--- config.mk ---
export PLATFORM = sky130hd
export DESIGN_NAME = nest_irq_ctrl
export DESIGN_NICKNAME = d
export VERILOG_FILES = /design/src/rtl/nic_pkg.sv /design/src/rtl/nic_level_map.sv /design/src/rtl/nic_arbiter.sv /design/src/rtl/nic_inservice.sv /design/src/rtl/nest_irq_ctrl.sv
export SDC_FILE = /design/constraint.sdc
export NUM_CORES = 1
export LEC_CHECK = 0
export BUFFER_PORTS_ARGS = -buffer_cell sky130_fd_sc_hd__buf_2
export CORE_MARGIN = 2
export CORE_UTILIZATION = 35
export DETAILED_ROUTE_END_ITERATION = 10
export MAX_ROUTING_LAYER = met4
export PLACE_DENSITY = 0.62
export REMOVE_ABC_BUFFERS = 1
export SLEW_MARGIN = 10
export SYNTH_ARGS = -nofsm -noshare
export SYNTH_HDL_FRONTEND = slang
export SYNTH_SLANG_ARGS = --single-unit
export TNS_END_PERCENT = 30
--- constraint.sdc ---
create_clock -name clk -period 51.6 [get_ports clk]
set_input_delay 7.74 -clock clk [delete_from_list [all_inputs] [get_ports clk]]
set_output_delay 7.74 -clock clk [all_outputs]
set_load 0.01 [all_outputs]
--- src/rtl/nic_pkg.sv ---
package nic_pkg;
    localparam int NSRC  = 32;
    localparam int LVLW  = 3;
    localparam int NLVL  = 1 << LVLW;
    localparam int NUMW  = $clog2(NSRC) + 1;
    localparam int DATAW = 32;
    localparam int ADDRW = 3;
    localparam int FLDST = 4;            // stride between level fields

    typedef logic [LVLW-1:0] lvl_t;

    typedef struct packed {
        logic            valid;
        logic [NUMW-1:0] num;
        lvl_t            lvl;
    } win_t;

    typedef enum logic [ADDRW-1:0] {
        A_LVL_LO  = 3'd0,
        A_LVL_MID = 3'd1,
        A_LVL_HI  = 3'd2,
        A_SOFT    = 3'd3,
        A_NUM     = 3'd4,
        A_CUR     = 3'd5,
        A_RETIRE  = 3'd6
    } addr_e;

    // index of the most significant set bit above bit 0, else 0
    function automatic lvl_t top_level(input logic [NLVL-1:0] m);
        lvl_t t;
        t = '0;
        for (int l = 1; l < NLVL; l++)
            if (m[l]) t = lvl_t'(l);
        return t;
    endfunction
endpackage

--- src/rtl/nic_level_map.sv ---
module nic_level_map
    import nic_pkg::*;
(
    input  logic [DATAW-1:0]     cfg_lo,
    input  logic [DATAW-1:0]     cfg_mid,
    input  logic [DATAW-1:0]     cfg_hi,
    output logic [NSRC*LVLW-1:0] lvl_flat
);
    logic unused_cfg;
    assign unused_cfg = ^{cfg_lo, cfg_mid, cfg_hi};

    for (genvar i = 0; i < NSRC; i++) begin : g_src
        if (i == 0) begin : g_f0
            assign lvl_flat[i*LVLW +: LVLW] = cfg_lo[0 +: LVLW];
        end else if (i < 4) begin : g_f1
            assign lvl_flat[i*LVLW +: LVLW] = cfg_lo[1*FLDST +: LVLW];
        end else if (i < 6) begin : g_f2
            assign lvl_flat[i*LVLW +: LVLW] = cfg_lo[2*FLDST +: LVLW];
        end else if (i < 8) begin : g_f3
            assign lvl_flat[i*LVLW +: LVLW] = cfg_lo[3*FLDST +: LVLW];
        end else if (i < 16) begin : g_mid
            assign lvl_flat[i*LVLW +: LVLW] = cfg_mid[(i-8)*FLDST +: LVLW];
        end else begin : g_hi
            assign lvl_flat[i*LVLW +: LVLW] = cfg_hi[((i-16)/2)*FLDST +: LVLW];
        end
    end
endmodule

--- src/rtl/nic_arbiter.sv ---
module nic_arbiter
    import nic_pkg::*;
(
    input  logic [NSRC-1:0]      pend,
    input  logic [NSRC*LVLW-1:0] lvl_flat,
    input  lvl_t                 ceiling,
    output win_t                 win
);
    always_comb begin
        win = '0;
        // descending scan with >= keeps the lowest index on a level tie
        for (int i = NSRC - 1; i >= 0; i--) begin
            if (pend[i] && (lvl_flat[i*LVLW +: LVLW] > ceiling) &&
                (lvl_flat[i*LVLW +: LVLW] >= win.lvl)) begin
                win.valid = 1'b1;
                win.num   = NUMW'(i);
                win.lvl   = lvl_flat[i*LVLW +: LVLW];
            end
        end
    end
endmodule

--- src/rtl/nic_inservice.sv ---
module nic_inservice
    import nic_pkg::*;
(
    input  logic            clk,
    input  logic            rst,
    input  logic            set_en,
    input  lvl_t            set_lvl,
    input  logic            retire,
    input  logic            clr_en,
    input  logic [NLVL-1:0] clr_mask,
    output logic [NLVL-1:0] cur,
    output lvl_t            ceiling
);
    logic [NLVL-1:0] nxt;

    assign ceiling = top_level(cur);

    always_comb begin
        nxt = cur;
        if (set_en) nxt[set_lvl] = 1'b1;
        if (retire && ceiling != '0) nxt[ceiling] = 1'b0;
        if (clr_en) nxt = nxt & ~{clr_mask[NLVL-1:1], 1'b0};
        nxt[0] = 1'b0;
    end

    always_ff @(posedge clk) begin
        if (rst) cur <= '0;
        else     cur <= nxt;
    end

    p_retire_one_r8: assert property (@(posedge clk) disable iff (rst)
        (retire && !set_en && !clr_en && cur != '0)
        |=> $countones(cur) == $countones($past(cur)) - 1);

    p_retire_top_r8: assert property (@(posedge clk) disable iff (rst)
        (retire && !set_en && !clr_en && cur != '0) |=> !cur[$past(ceiling)]);

    p_set_bit_r6: assert property (@(posedge clk) disable iff (rst)
        (set_en && set_lvl != '0 && !retire && !clr_en) |=> cur[$past(set_lvl)]);

    p_clr_bits_r9: assert property (@(posedge clk) disable iff (rst)
        (clr_en && !set_en && !retire)
        |=> (cur & $past(clr_mask) & {{(NLVL-1){1'b1}}, 1'b0}) == '0);
endmodule

--- src/rtl/nest_irq_ctrl.sv ---
module nest_irq_ctrl
    import nic_pkg::*;
(
    input  logic             clk,
    input  logic             rst,
    input  logic [NSRC-1:0]  src_req,
    input  logic             reg_wr,
    input  logic             reg_rd,
    input  logic [ADDRW-1:0] reg_addr,
    input  logic [DATAW-1:0] reg_wdata,
    output logic [DATAW-1:0] reg_rdata,
    output logic             irq
);
    logic [DATAW-1:0]     cfg_lo, cfg_mid, cfg_hi;
    logic [NSRC-1:0]      soft_q, pend_q;
    logic [NSRC*LVLW-1:0] lvl_flat;
    logic [NLVL-1:0]      cur;
    lvl_t                 ceiling;
    win_t                 win;
    logic [NUMW-1:0]      num_rd;
    addr_e                addr;

    assign addr = addr_e'(reg_addr);

    always_ff @(posedge clk) begin
        if (rst) begin
            cfg_lo  <= '0;
            cfg_mid <= '0;
            cfg_hi  <= '0;
            soft_q  <= '0;
            pend_q  <= '0;
        end else begin
            pend_q <= src_req;
            if (reg_wr) begin
                case (addr)
                    A_LVL_LO:  cfg_lo  <= reg_wdata;
                    A_LVL_MID: cfg_mid <= reg_wdata;
                    A_LVL_HI:  cfg_hi  <= reg_wdata;
                    A_SOFT:    soft_q  <= reg_wdata[NSRC-1:0];
                    default:   ;
                endcase
            end
        end
    end

    nic_level_map u_map (
        .cfg_lo  (cfg_lo),
        .cfg_mid (cfg_mid),
        .cfg_hi  (cfg_hi),
        .lvl_flat(lvl_flat)
    );

    nic_arbiter u_arb (
        .pend    (pend_q | soft_q),
        .lvl_flat(lvl_flat),
        .ceiling (ceiling),
        .win     (win)
    );

    nic_inservice u_isr (
        .clk     (clk),
        .rst     (rst),
        .set_en  (reg_rd && addr == A_NUM && win.valid),
        .set_lvl (win.lvl),
        .retire  (reg_wr && addr == A_RETIRE),
        .clr_en  (reg_wr && addr == A_CUR),
        .clr_mask(reg_wdata[NLVL-1:0]),
        .cur     (cur),
        .ceiling (ceiling)
    );

    assign irq    = win.valid;
    assign num_rd = win.valid ? win.num : NUMW'(NSRC);

    always_comb begin
        case (addr)
            A_LVL_LO:  reg_rdata = cfg_lo;
            A_LVL_MID: reg_rdata = cfg_mid;
            A_LVL_HI:  reg_rdata = cfg_hi;
            A_SOFT:    reg_rdata = DATAW'(soft_q);
            A_NUM:     reg_rdata = DATAW'(num_rd);
            A_CUR:     reg_rdata = DATAW'(cur);
            default:   reg_rdata = '0;
        endcase
    end

    p_above_ceiling_r7: assert property (@(posedge clk) disable iff (rst)
        irq |-> win.lvl > ceiling);

    p_never_masked_r3: assert property (@(posedge clk) disable iff (rst)
        irq |-> win.lvl != '0);

    p_idle_number_r5: assert property (@(posedge clk) disable iff (rst)
        !irq |-> num_rd == NUMW'(NSRC));

    p_empty_read_keeps_r6: assert property (@(posedge clk) disable iff (rst)
        (reg_rd && addr == A_NUM && !irq && !reg_wr) |=> $stable(cur));
endmodule

# After elaboration in Yosys (flattened, before gate mapping)

Index checks and enable logic that the tools add are counted.

Output and inout port bits: 33
Word-level logic and storage cells: 200
Register bits: 168
Input bits: 71

Bitwise logic cells: 6
Order comparisons: 56
Reductions and logical operators: 77
Equality and inequality tests: 6
Muxes and demuxes: 48

Operators by type and width:

| cell               | count |
|---|---|
| $mux 10            | 32 |
| $pmux 32 s6        | 1 |
| $ge 3x3->1         | 31 |
| $logic_and 1x1->1  | 71 |
| $gt 3x3->1         | 20 |
| $or 32x32->32      | 1 |
| $mux 8             | 3 |
| $and 8x8->8        | 2 |
| $not 8->8          | 2 |
| $mux 3             | 4 |
| $eq 3x3->1 const B | 3 |
| $ge 3x1->1 const B | 3 |
| $lt 3x4->1 const B | 2 |
| $or 8x8->8         | 1 |
| $reduce_and 2->1   | 4 |
| $demux 1 s3        | 2 |
| $eq 3x2->1 const B | 2 |
| $mux 6             | 1 |
| $mux 2             | 2 |
| $eq 3x1->1 const B | 1 |
| $logic_not 3->1    | 1 |
| $mux 1             | 3 |
| $reduce_bool 3->1  | 1 |

# Longest topological paths before layout

Gate-level depths: netlist of the first run.

Depth after elaboration: 114
Mapped depth: 236
Mapped depth without buffers: 234

# Modules after synthesis

Synthesis of the first run repeated with hierarchy kept, for this count alone.

Cells, all modules: 1924
Area total of the unflattened synthesis: 14856.7 µm²

Modules (own cells, without submodules):

| module        | times used | area an instance (µm²) | seq. area each (µm²) | cells each |
|---|---|---|---|---|
| nic_arbiter   | 1          | 6926.6                 | 0.0                  | 993 |
| nest_irq_ctrl | 1          | 6805.3                 | 3203.1               | 787 |
| nic_level_map | 1          | 720.7                  | 0.0                  | 96 |
| nic_inservice | 1          | 404.1                  | 140.1                | 48 |

# Worst setup path before layout of the first run

Ideal clock, no wire load.

Path kind: register to output
Start: register u_isr.cur[6]
End: output reg_rdata[5]
Data arrival time: 42.502 ns
Cell stages (with the launch flop): 219
Path slack: 1.358 ns
Cells stage by stage: dfxtp_1 > or2_2 > nor2_1 > ha_1 > nand2_1 > o21bai_1 > a22oi_1 > nor2_1 > and2_1 > inv_1 > ha_1 > a31oi_1 > a21boi_0 > nor2_1 > mux2_2 > ha_1 > nand2b_1 > o21bai_1 > [... 183 more ...] > nand2_1 > o21ai_0 > ha_1 > nor2b_1 > nand3_1 > mux2i_1 > nor4_2 > nor3_2 > mux2_2 > ha_1 > nand2b_1 > nand2_1 > a2111oi_0 > a211oi_1 > maj3_2 > o2111ai_1 > o211ai_1 > and3_1

Cells in the longest elaborated chain, start to end: 101
Elaborated cells on any way between the ends: 151
Those cells by class: 51 x order compare; 36 x mux; 64 x reduce/logical

Ends and longest elaborated chain:

| element                         | RTL line            | RTL |
|---|---|---|
| start: declaration              | nic_inservice.sv:11 | `output logic [NLVL-1:0] cur,` |
| start signal: assignment        | nic_inservice.sv:28 | `else cur <= nxt;` |
| $mux 3 (*) (2 in series)        | nic_pkg.sv:33       | `if (m[l]) t = lvl_t'(l);` |
| $gt 3x3->1                      | nic_arbiter.sv:13   | `if (pend[i] && (lvl_flat[i*LVLW +: LVLW] > ceiling) &&` |
| $logic_and 1x1->1 (2 in series) | nic_arbiter.sv:13   |  |
| $mux 10                         | nic_arbiter.sv:13   |  |
| $ge 3x3->1                      | nic_arbiter.sv:14   | `(lvl_flat[i*LVLW +: LVLW] >= win.lvl)) begin` |
| $logic_and 1x1->1               | nic_arbiter.sv:13   |  |
| $mux 10                         | nic_arbiter.sv:13   |  |
| $ge 3x3->1                      | nic_arbiter.sv:14   |  |
| [... 84 more ...]               | --                  |  |
| $logic_and 1x1->1               | nic_arbiter.sv:13   |  |
| $mux 10                         | nic_arbiter.sv:13   |  |
| $ge 3x3->1                      | nic_arbiter.sv:14   |  |
| $logic_and 1x1->1               | nic_arbiter.sv:13   |  |
| $mux 10 (*)                     | nic_arbiter.sv:13   |  |
| via irq                         | nest_irq_ctrl.sv:12 | `output logic irq` |
| $mux 6 (*)                      | nest_irq_ctrl.sv:73 | `assign num_rd = win.valid ? win.num : NUMW'(NSRC);` |
| $pmux 32 s6 (*)                 | nest_irq_ctrl.sv:76 | `case (addr)` |
| end: declaration                | nest_irq_ctrl.sv:11 | `output logic [DATAW-1:0] reg_rdata,` |

Mark *: on every way through the listed nets, which the timed path passes. The rest lies on a longest branch.

# Worst setup path after layout of the first run

Start: register u_isr.cur[2]
End: output reg_rdata[2]

Cells in the longest elaborated chain, start to end: 105
Elaborated cells on any way between the ends: 155
Those cells by class: 51 x order compare; 40 x mux; 64 x reduce/logical

Ends and longest elaborated chain:

| element                         | RTL line |
|---|---|
| $mux 2 (2 in series)            | nic_pkg.sv:33 |
| $mux 3 (4 in series)            | nic_pkg.sv:33 |
| $gt 3x3->1                      | nic_arbiter.sv:13 |
| $logic_and 1x1->1 (2 in series) | nic_arbiter.sv:13 |
| $mux 10                         | nic_arbiter.sv:13 |
| $ge 3x3->1                      | nic_arbiter.sv:14 |
| $logic_and 1x1->1               | nic_arbiter.sv:13 |
| $mux 10                         | nic_arbiter.sv:13 |
| [... 84 more ...]               | -- |
| $ge 3x3->1                      | nic_arbiter.sv:14 |
| $logic_and 1x1->1               | nic_arbiter.sv:13 |
| $mux 10                         | nic_arbiter.sv:13 |
| $ge 3x3->1                      | nic_arbiter.sv:14 |
| $logic_and 1x1->1               | nic_arbiter.sv:13 |
| $mux 10                         | nic_arbiter.sv:13 |
| $mux 6                          | nest_irq_ctrl.sv:73 |
| $pmux 32 s6 (*)                 | nest_irq_ctrl.sv:76 |

Mark *: on every way between the ends. The rest lies on a longest branch, timed or not.

==> run summary, run 1 <==
Status: complete, no violations
CTS H-tree lvls: 4
Drt wl/cell: 20.2 um
Min-delay worst type: flop to flop
Worst R2R End: u_isr.cur[7]
CP Capture Type: primary output
Tcrit/Tclk final: 0.967
Core box area: 36,400 um2
Commonest non-fill, non-tap cells in the layout: nand2_1 (394), a21oi_1 (185), dfxtp_1 (166), buf_2 (101), buf_4 (100)
R2R depth: 229
Reg-to-reg slack, setup: 9670 ps
Switch share: 0.309
Part of the Yosys area used for sequential elements: 0.260
HPWL after detailed placement: 33.7 mm
Post-synthesis cell type count: 102
Pleak: 6.12 nW
Starting Density: 0.353
Routed wire length: 47.7 mm
Largest net degree at the start of global routing: 99
IO Port Bufs: 103
# diodes: 0
Worst IR Drop VDD: 0.0236 mV
Max frequency: 0.0200 GHz
Dpl ws: -534 ps
Final min period: 49,900 ps
GP Congestion: 0.996
# nets final: 2,042
Clock root cell: clkbuf_16
Overall Power: 318 uW
Worst Hold Path EP: cfg_hi[23]
Detailed-route via count: 13,750
CP dominant cell by count: ha_1
Clock transition at the registers of the reported paths: 70 ps
Post-CTS Hold Buffers: 0
Worst reg2reg startpoint: u_isr.cur[2]
Power Density: 20.5 nW/um2
Ys Warns: 0
Final setup violation count: 0
Gate power share: 0.177
Hold Path Cell Cnt: 2
Share of cells above drive strength 1: 0.226
Synth Area per Inst: 7.29 um2
Vias in the first global route: 13,066
Final Skew: 12.6 ps
MaxCap Viol Count: 0
WP data required: 43,860 ps
Total gr overflow: 0
Register bit total from synthesis: 167
Via density: 5.80
# DRC: 0
Sw power: 98.3 uW
CTS tree: yes
Fill cells: 3,758
Starting DRC count in detailed routing: 1,121
Initial antenna violation count: 0
Slack of the critical path: 1700 ps
Max-slew violations: 0
Ys flop type: dfxtp_1
Flop pwr share: 0.428
Die area: 38,300 um2
CTS Buf Count: 17
Area Growth Syn to Fin: 21.0%
Slew HR: 0.262
Die X: 196 um
Internal Pwr Total: 220 uW
Worst slew pin tran: 1110 ps
Die H: 196 um
Row Count: 70
CTS sink cnt: 167
Area of the mapped netlist: 12,900 um2
Critical path's top delay family: adder cells
Clk network pwr share: 0.395
Buffers & Inverters on Critical Path: 17
Antenna Violating Nets Remaining: 0
CP peak stage delay: 400 ps
CP Launch Type: flop
Boundary pin count: 104
Data arrival, critical path: 42,160 ps
HP Start: cfg_hi[23]
Post-synth EDFFs: 0
CTS Buffer Depth: 2
TritonRoute pass-1 iters: 8
Post-synthesis cell count: 1,765
Final Hold Fails: 0
Critical path class: flop to primary output
Synth async-reset ratio: 0
Global-route wire length before repair: 73.0 mm
Commonest non-fill, non-tap cell in the layout: nand2_1
Slowest cell on crit path: or3_4
Worst-skew pair later-pin latency: 460 ps
Crit Path Max Fanout: 5
GRT Total Usage: 0.249
-- sequential cells by signal, summed over array words and instances (netlist names) --
| register | flops |
|---|---|
| cfg_lo | 32 |
| pend_q | 32 |
| u_isr.cur | 7 |
| soft_q | 32 |
| cfg_hi | 32 |
| cfg_mid | 32 |
-- synthesized netlist by cell type (5+ instances only) --
master	number	area [um2]
nand2_1	406	1520
a21oi_1	196	981
dfxtp_1	167	3340
nor2_1	100	375
clkbuf_1	85	319
ha_1	82	1030
o21ai_0	70	350
a22oi_1	66	495
inv_1	63	236
nor2b_1	54	338
nand2b_1	40	250
o211ai_1	28	210
nand3_1	27	135
maj3_1	25	250
mux2_2	20	225
and2_1	19	119
mux2i_1	16	160
nor3_1	14	70.1
and3_1	13	81.3
a21o_1	11	82.6
a311oi_1	10	87.6
a31oi_1	10	62.6
o22ai_1	10	62.6
o31ai_1	10	75.1
or2_2	10	62.6
xnor2_1	10	87.6
o21a_1	9	67.6
o21ai_1	9	45.0
or3_1	8	50.1
buf_1	7	26.3
o211a_1	7	70.1
a211oi_1	6	45.0
a21boi_0	6	45.0
a221o_1	6	60.1
o21bai_1	6	45.0
a211o_1	5	43.8
-- cells by family (layout without fill, tap and decap cells) --
| kind of cell | count (synthesis) | count (layout) | synth area share |
|---|---|---|---|
| adder cells (fa/ha/maj) | 108 | 108 | 0.100 |
| flip-flops | 167 | 167 | 0.260 |
| multiplexers | 43 | 43 | 0.0399 |
| XOR/XNOR | 10 | 10 | 0.00681 |
| AO/OA/AOI/OAI | 537 | 537 | 0.280 |
| buffers and inverters | 162 | 298 | 0.0496 |
| AND/OR/NAND/NOR | 738 | 738 | 0.263 |
-- timing repair --
item,4_1_cts,5_1_grt
pin swaps,13,74
resized for setup,26,137
setup buffers,11,35
setup endpoints to repair,7,7
cloned,0,0
endpoints found under the hold margin,0,0
-- worst reg2reg max path: cells and delay by family, from the launching register on --
kind	cells	cell delay [ps]
compound gates	64	9650
mux	22	6590
fa+ha+maj	44	12550
flops	1	360
buf+inv	17	1800
simple gates	82	10770
-- how the worst max path moves through the flow --
stage                       startpoint      endpoint  slack, ps  cells after the start
after floorplan           u_isr.cur[6]  reg_rdata[5]       1310                    217
after CTS                 u_isr.cur[2]  reg_rdata[2]         30                    227
final                     u_isr.cur[2]  reg_rdata[2]       1700                    228
after global placement    u_isr.cur[2]  reg_rdata[5]        520                    225
after detailed placement  u_isr.cur[2]  reg_rdata[5]       -530                    226
after global routing      u_isr.cur[2]  reg_rdata[5]       -440                    230
-- routing by layer --
layer  wire length [um]  GRT usage
met4               1460     0.0828
met2              22200      0.400
met5                  0          -
met3               2660     0.0368
met1              21400      0.321
-- cell type report --
| cell class | instances | area (um2) | area share |
|---|---|---|---|
| sequential | 167 | 3340 | 0.215 |
| clock buffer | 20 | 457 | 0.0293 |
| clock inverter | 11 | 92.6 | 0.00595 |
| tap | 468 | 586 | 0.0376 |
| inverter | 63 | 236 | 0.0152 |
| timing repair buffer | 204 | 1290 | 0.0829 |
| multi-input combinational | 1436 | 9560 | 0.614 |
-- power groups by stage --
| stage | Clock (mW) | Combinational (mW) | Sequential (mW) |
|---|---|---|---|
| floorplan | 0 | 0.0290 | 0.137 |
| global placement | 0 | 0.0488 | 0.139 |
| detailed placement | 0 | 0.0494 | 0.139 |
| CTS | 0.128 | 0.0510 | 0.136 |
| global route | 0.133 | 0.0614 | 0.136 |
| finish | 0.126 | 0.0565 | 0.136 |
-- metrics by stage --
| step | area (um2) | instances | hold slack (ps) | utilization | TNS [ps] |
|---|---|---|---|---|---|
| after global routing | 15600 | 2369 | 476 | 0.427 | -2310 |
| after floorplan | 12500 | 1666 | 427 | - | 0 |
| after CTS | 14700 | 2334 | 455 | 0.404 | 0 |
| after global placement | 14000 | 2292 | 441 | 0.384 | 0 |
| final | 15600 | 2369 | 454 | 0.427 | 0 |
| after detailed placement | 14000 | 2292 | 446 | 0.384 | -2750 |
No activity file was read; power rests on OpenSTA's default activity.
==> inputs of run 2 (changes only) <==
--- a/config.mk
+++ b/config.mk
@@ -5,12 +5,13 @@
 export SDC_FILE = /design/constraint.sdc
 export NUM_CORES = 1
 export LEC_CHECK = 0
+export ABC_AREA = 1
 export BUFFER_PORTS_ARGS = -buffer_cell sky130_fd_sc_hd__buf_2
 export CORE_MARGIN = 2
-export CORE_UTILIZATION = 35
+export CORE_UTILIZATION = 30
 export DETAILED_ROUTE_END_ITERATION = 10
 export MAX_ROUTING_LAYER = met4
-export PLACE_DENSITY = 0.62
+export PLACE_DENSITY = 0.56
 export REMOVE_ABC_BUFFERS = 1
 export SLEW_MARGIN = 10
 export SYNTH_ARGS = -nofsm -noshare
==> run 2 against run 1 <==
Compared with the run above:
- power increased by 48%
- clock skew increased by 0.73 ps
- largest cell class unchanged
- die area increased by 8.3%
- flip-flop and latch count unchanged
- global-route usage decreased by 4.8 points
==> run summary, run 2 <==
GRT Total Usage: 0.200 (-0.0485)
# DRC: 0 (unchanged)
Flop pwr share: 0.290 (-0.138)
Largest net degree at the start of global routing: 66 (-33%)
Worst reg2reg startpoint: u_isr.cur[1]
Global-route wire length before repair: 63.2 mm (-13%)
Boundary pin count: 104 (unchanged)
Die H: 204 um (+4.1%)
Initial antenna violation count: 0 (unchanged)
Starting DRC count in detailed routing: 974 (-13%)
Share of the synthesized area in the top cell type: 0.280 (+0.0197)
CTS H-tree lvls: 4 (unchanged)
Post-CTS Hold Buffers: 0 (unchanged)
Critical path class: flop to primary output
HPWL after detailed placement: 29.3 mm (-13%)
CP dominant cell by count: nand2_1
Worst IR Drop VDD: 0.0224 mV (-5.0%)
Main combinational cell family by area after synthesis: simple AND/OR/NAND/NOR gates
Crit Path Max Fanout: 12 (+7)
Sw power: 200 uW (+100%)
Commonest non-fill, non-tap cell in the layout: nand2_1
Status: complete, no violations
Antenna Violating Nets Remaining: 0 (unchanged)
Switch share: 0.423 (+0.115)
RSZ-0062 raised after global routing: no
CTS sink cnt: 167 (unchanged)
Final Skew: 13.4 ps (+0.727 ps)
Register bit total from synthesis: 167 (unchanged)
Area contributors post-synth: dfxtp_1 (28%), nand2_1 (8.9%), ha_1 (8.6%), inv_1 (7.7%), o21ai_0 (7.3%)
Final min period: 39,040 ps (-10,850 ps)
Part of the Yosys area used for sequential elements: 0.280 (+0.0197)
Final Hold Fails: 0 (unchanged)
Via density: 5.02 (-13%)
Worst R2R End: u_isr.cur[4]
Gate power share: 0.437 (+0.260)
Worst-skew pair later-pin latency: 440 ps (-20 ps)
Detailed-route via count: 12,096 (-12%)
Clk network pwr share: 0.273 (-0.122)
Post-synthesis compound-gate area fraction: 0.216 (-0.0638)
Min-delay worst type: flop to flop
Share of cells above drive strength 1: 0.167 (-0.0589)
Row Count: 73 (+4.3%)
R2R depth: 245 (+7.0%)
CTS tree: yes
Synth Area in XOR/XNOR: 0 (-0.00681)
# nets final: 2,024 (-0.88%)
Ys Warns: 0 (unchanged)
Slack of the critical path: 12,560 ps (+10,850 ps)
WP data required: 43,860 ps (about the same)
Routed wire length: 40.2 mm (-16%)
Post-Synth Adder-Cell Area: 0.0858 (-0.0143)
Ys flop type: dfxtp_1
Internal Pwr Total: 273 uW (+24%)
Tcrit/Tclk final: 0.757 (-0.210)
Crit path launch: u_isr.cur[1]
Hold Path Cell Cnt: 2 (unchanged)
# diodes: 0 (unchanged)
Pleak: 6.20 nW (+1.2%)
Slowest cell on crit path: ha_1
MaxCap Viol Count: 0 (unchanged)
CTS Buffer Depth: 2 (unchanged)
CP Capture Type: primary output
Max frequency: 0.0256 GHz (+28%)
Slew HR: 0.424 (+0.162)
Worst setup endpoint: reg_rdata[2]
Clock transition at the registers of the reported paths: 80 ps (about the same)
Vias in the first global route: 11,575 (-11%)
Die X: 204 um (+4.1%)
Core Util, Final: 0.343 (-0.0843)
Postcts setup bufs: 0 (-11)
Post-synthesis cell count: 1,796 (+1.8%)
Data arrival, critical path: 31,300 ps (-10,860 ps)
Synth async-reset ratio: 0 (unchanged)
Drt wl/cell: 16.7 um (-17%)
Area of the mapped netlist: 12,000 um2 (-7.0%)
Commonest non-fill, non-tap cells in the layout: nand2_1 (284), inv_1 (245), nor2_1 (187), o21ai_0 (174), dfxtp_1 (167)
WHS: 457 ps (+3.22 ps)
Most frequent cells after synthesis: nand2_1 (285), inv_1 (246), nor2_1 (188), o21ai_0 (174), dfxtp_1 (167)
Die area: 41,500 um2 (+8.3%)
Multiplexer share of the synthesized area: 0 (-0.0399)
Area Growth Syn to Fin: 13.4%
Max-slew violations: 0 (unchanged)
Clock root cell: clkbuf_16
GP Congestion: 0.947 (-4.9%)
Worst slew pin tran: 864 ps (-243 ps)
Post-synth EDFFs: 0 (unchanged)
Area leader, netlist: dfxtp_1
Core box area: 39,500 um2 (+8.5%)
Simple-gate share of the synthesized area: 0.311 (+0.0477)
Setup TNS Final: 0 ps (unchanged)
Fill cells: 4,267 (+14%)
CP Launch Type: flop
Power Density: 34.9 nW/um2 (+70%)
Reg-to-reg slack, setup: 20,900 ps (+11,230 ps)
Post_cts resized: 0 (-100%)
Dpl ws: 13,140 ps (+13,670 ps)
Starting Density: 0.302 (-0.0507)
IO Port Bufs: 103 (unchanged)
CP peak stage delay: 350 ps (-50 ps)
Most numerous cell in the Yosys netlist: nand2_1
CTS Buf Count: 17 (unchanged)
Post-synthesis cell type count: 50 (-51%)
Synth Area per Inst: 6.66 um2 (-8.6%)
Final setup violation count: 0 (unchanged)
TritonRoute pass-1 iters: 5 (-3)
Total gr overflow: 0 (unchanged)
## run 2: through the flow
stage / instances / power (mW) / cell area (um2)
final: 2408 / 0.473 / 13600
after global routing: 2408 / 0.507 / 13600
after CTS: 2408 / 0.474 / 13600
after detailed placement: 2377 / 0.345 / 13000
after global placement: 2377 / 0.343 / 13000
after floorplan: 1733 / 0.297 / 11700
## run 2: layout make-up
| cell class | count | area, um2 | area share |
|---|---|---|---|
| inverter | 269 | 1020 | 0.0751 |
| multi-input combinational | 1297 | 7340 | 0.542 |
| sequential | 167 | 3340 | 0.247 |
| clock inverter | 13 | 121 | 0.00895 |
| timing repair buffer | 119 | 636 | 0.0469 |
| tap | 525 | 657 | 0.0484 |
| clock buffer | 18 | 439 | 0.0324 |
## run 2: critical path, delay by kind of cell, from the launching register on
| kind | cells | cell delay [ps] |
|---|---|---|
| buf+inv | 31 | 1970 |
| fa+ha+maj | 31 | 9150 |
| compound gates | 45 | 8210 |
| flops | 1 | 300 |
| simple gates | 137 | 11150 |
## run 2: how the worst min path moves through the flow
| stage | endpoint | slack [ps] | startpoint |
|---|---|---|---|
| 4_1_cts | cfg_lo[22] | 460 | cfg_lo[22] |
| 5_1_grt | cfg_lo[25] | 470 | cfg_lo[25] |
| 3_5_place_dp | cfg_lo[22] | 450 | cfg_lo[22] |
| 6_report | cfg_lo[11] | 460 | cfg_lo[11] |
| 2_1_floorplan | cfg_lo[16] | 430 | cfg_lo[16] |
| 3_3_place_gp | cfg_lo[22] | 440 | cfg_lo[22] |
## run 2: kinds of logic after synthesis
family,after synthesis
compound gates,449
fa+ha+maj,82
buf+inv,332
flops,167
simple gates,766
## run 2: metal layers
layer  vias up  share of wire  global-route usage
li1       6135              -                   -
met1      5604           0.47               0.261
met2       306           0.46               0.326
met3        51          0.048              0.0251
met4         0          0.022              0.0579
met5         -              0                   -
## run 2: power groups by stage
stage | sequential [mW] | clock [mW] | combinational (mW)
final | 0.137 | 0.129 | 0.207
after global routing | 0.137 | 0.136 | 0.234
after CTS | 0.137 | 0.131 | 0.206
after detailed placement | 0.140 | 0 | 0.205
after global placement | 0.140 | 0 | 0.203
after floorplan | 0.139 | 0 | 0.159
==> inputs of run 3 (changes only) <==
==> constraint.sdc (replaced) <==
create_clock -name clk -period 33 [get_ports clk]
set_input_delay 4.95 -clock clk [delete_from_list [all_inputs] [get_ports clk]]
set_output_delay 4.95 -clock clk [all_outputs]
set_load 0.01 [all_outputs]
==> run 3 against run 2 <==
Compared with the run above:
- die area did not move
- critical path depth up 7
- power grew 79%
- via count grew 6.5%
- core utilization grew 4.5 points
- sequential share of layout area fell by 2.9 points
- global-route usage rose by 0.48 points
- register-to-register slack worse by 15000 ps
==> run summary, run 3 (same netlist as run 2, synthesis figures left out) <==
Starting Density: 0.302 (unchanged)
Clock transition at the registers of the reported paths: 70 ps (about the same)
Final Cell Area: 15,400 um2 (+13%)
Slowest cell on crit path: o21ai_0
Max frequency: 0.0313 GHz
Worst IR Drop VDD: 0.0382 mV (+70%)
Setup TNS Final: 0 ps (unchanged)
Final Hold Fails: 0 (unchanged)
Area Growth Syn to Fin: 28.4%
Cells after DPL: 2,427 (+2.1%)
Min-delay worst type: flop to flop
RSZ-0062 raised after global routing: yes
Internal Pwr Total: 492 uW (+81%)
Post-CTS Hold Buffers: 0 (unchanged)
Clk network pwr share: 0.252 (-0.021)
DP Area: 13,400 um2 (+2.9%)
Final setup violation count: 0 (unchanged)
CP Launch Type: flop
Die area: 41,500 um2 (unchanged)
Data arrival, critical path: 26,980 ps (-4320 ps)
Slew HR: 0.463 (+0.0388)
CTS sink cnt: 167 (unchanged)
Crit Path Max Fanout: 8 (-4)
Switch share: 0.417 (-0.00608)
Gate power share: 0.494 (+0.057)
Initial antenna violation count: 0 (unchanged)
Row Count: 73 (unchanged)
Detailed-route via count: 12,878 (+6.5%)
Clock root cell: clkbuf_16
Pleak: 6.92 nW (+12%)
Drt wl/cell: 17.1 um (+2.3%)
Via density: 5.10 (+1.6%)
Routed wire length: 43.1 mm (+7.2%)
WHS: 452 ps (-4.69 ps)
CTS tree: yes
CP peak stage delay: 410 ps (+60 ps)
CTS Buf Count: 17 (unchanged)
CTS H-tree lvls: 4 (unchanged)
Die H: 204 um (unchanged)
Tcrit/Tclk final: 0.968
Boundary pin count: 104 (unchanged)
Total gr overflow: 0 (unchanged)
Critical path class: flop to primary output
CP Capture Type: primary output
WP data required: 28,050 ps (-15,810 ps)
# diodes: 0 (unchanged)
Core box area: 39,500 um2 (unchanged)
CP dominant cell by count: nand2_4
Sw power: 352 uW (+76%)
CTS Buffer Depth: 2 (unchanged)
Flop pwr share: 0.254 (-0.036)
Power Density: 55.0 nW/um2 (+58%)
Die X: 204 um (unchanged)
MaxCap Viol Count: 0 (unchanged)
Max-slew violations: 0 (unchanged)
HPWL after detailed placement: 30.1 mm (+2.8%)
Non-filler cells, final: 2,523 (+4.8%)
Vias in the first global route: 11,942 (+3.2%)
# DRC: 0 (unchanged)
GRT Total Usage: 0.205 (+0.00477)
IO Port Bufs: 103 (unchanged)
Antenna Violating Nets Remaining: 0 (unchanged)
Status: complete, no violations
Overall Power: 845 uW (+79%)
Share of cells above drive strength 1: 0.285 (+0.119)
Starting DRC count in detailed routing: 852 (-13%)
Global-route wire length before repair: 64.8 mm (+2.5%)
Final min period: 31,930 ps
Commonest non-fill, non-tap cells in the layout: nand2_1 (238), inv_1 (231), nor2_1 (179), dfxtp_1 (165), a21oi_1 (147)
GP Congestion: 0.891 (-5.9%)
Worst-skew pair later-pin latency: 460 ps (+20 ps)
# nets final: 2,138 (+5.6%)
TritonRoute pass-1 iters: 5 (unchanged)
Commonest non-fill, non-tap cell in the layout: nand2_1
Final Skew: 14.0 ps (+0.650 ps)
Largest net degree at the start of global routing: 65 (-1.5%)
Worst slew pin tran: 804 ps (-60.2 ps)
## run 3: cell type report
cell class / instances / area, um2
Tap cell: 525 / 657
Fill cell: 4190 / 24200
Timing Repair Buffer: 233 / 1510
Multi-Input combinational cell: 1297 / 8220
Inverter: 269 / 1020
Clock buffer: 20 / 457
Sequential cell: 167 / 3350
Clock inverter: 12 / 141
## run 3: what timing repair did
item / in CTS / in global routing
setup endpoints to repair: 7 / 7
pin swaps: 12 / 150
buffers inserted: 2 / 62
resized for setup: 51 / 197
## run 3: through the flow
| stage | setup slack, ps | utilization |
|---|---|---|
| floorplan | 635 | - |
| global placement | -498 | 0.338 |
| detailed placement | -1390 | 0.338 |
| CTS | 11.2 | 0.356 |
| global route | -874 | 0.388 |
| finish | 1070 | 0.388 |
## run 3: layer usage
layer  GRT usage  wire [um]
met4      0.0631       1100
met2       0.339      20800
met1       0.259      19300
met5           -          0
met3      0.0275       1900
## run 3: worst paths after layout
| kind | startpoint | endpoint | slack, ps | depth (start not counted) |
|---|---|---|---|---|
| worst max-delay path | u_isr.cur[6] | reg_rdata[3] | 1070 | 251 |
| worst min-delay path | cfg_lo[20] | cfg_lo[20] | 450 | 2 |
| worst max register to register | u_isr.cur[6] | u_isr.cur[7] | 6160 | 254 |
| worst min register to register | cfg_lo[20] | cfg_lo[20] | 450 | 2 |
## run 3: power by group through the flow
stage / sequential [mW] / combinational, mW / clock, mW
6_report: 0.214 / 0.417 / 0.213
2_1_floorplan: 0.217 / 0.248 / 0
3_3_place_gp: 0.219 / 0.328 / 0
4_1_cts: 0.214 / 0.343 / 0.216
5_1_grt: 0.215 / 0.460 / 0.224
3_5_place_dp: 0.219 / 0.334 / 0
## run 3: critical path: cells and delay by family (launching register included)
| family | cells | cell delay [ps] |
|---|---|---|
| flip-flops | 1 | 400 |
| buffers and inverters | 29 | 1710 |
| AND/OR/NAND/NOR | 152 | 11430 |
| AO/OA/AOI/OAI | 39 | 4050 |
| adder cells (fa/ha/maj) | 31 | 8900 |
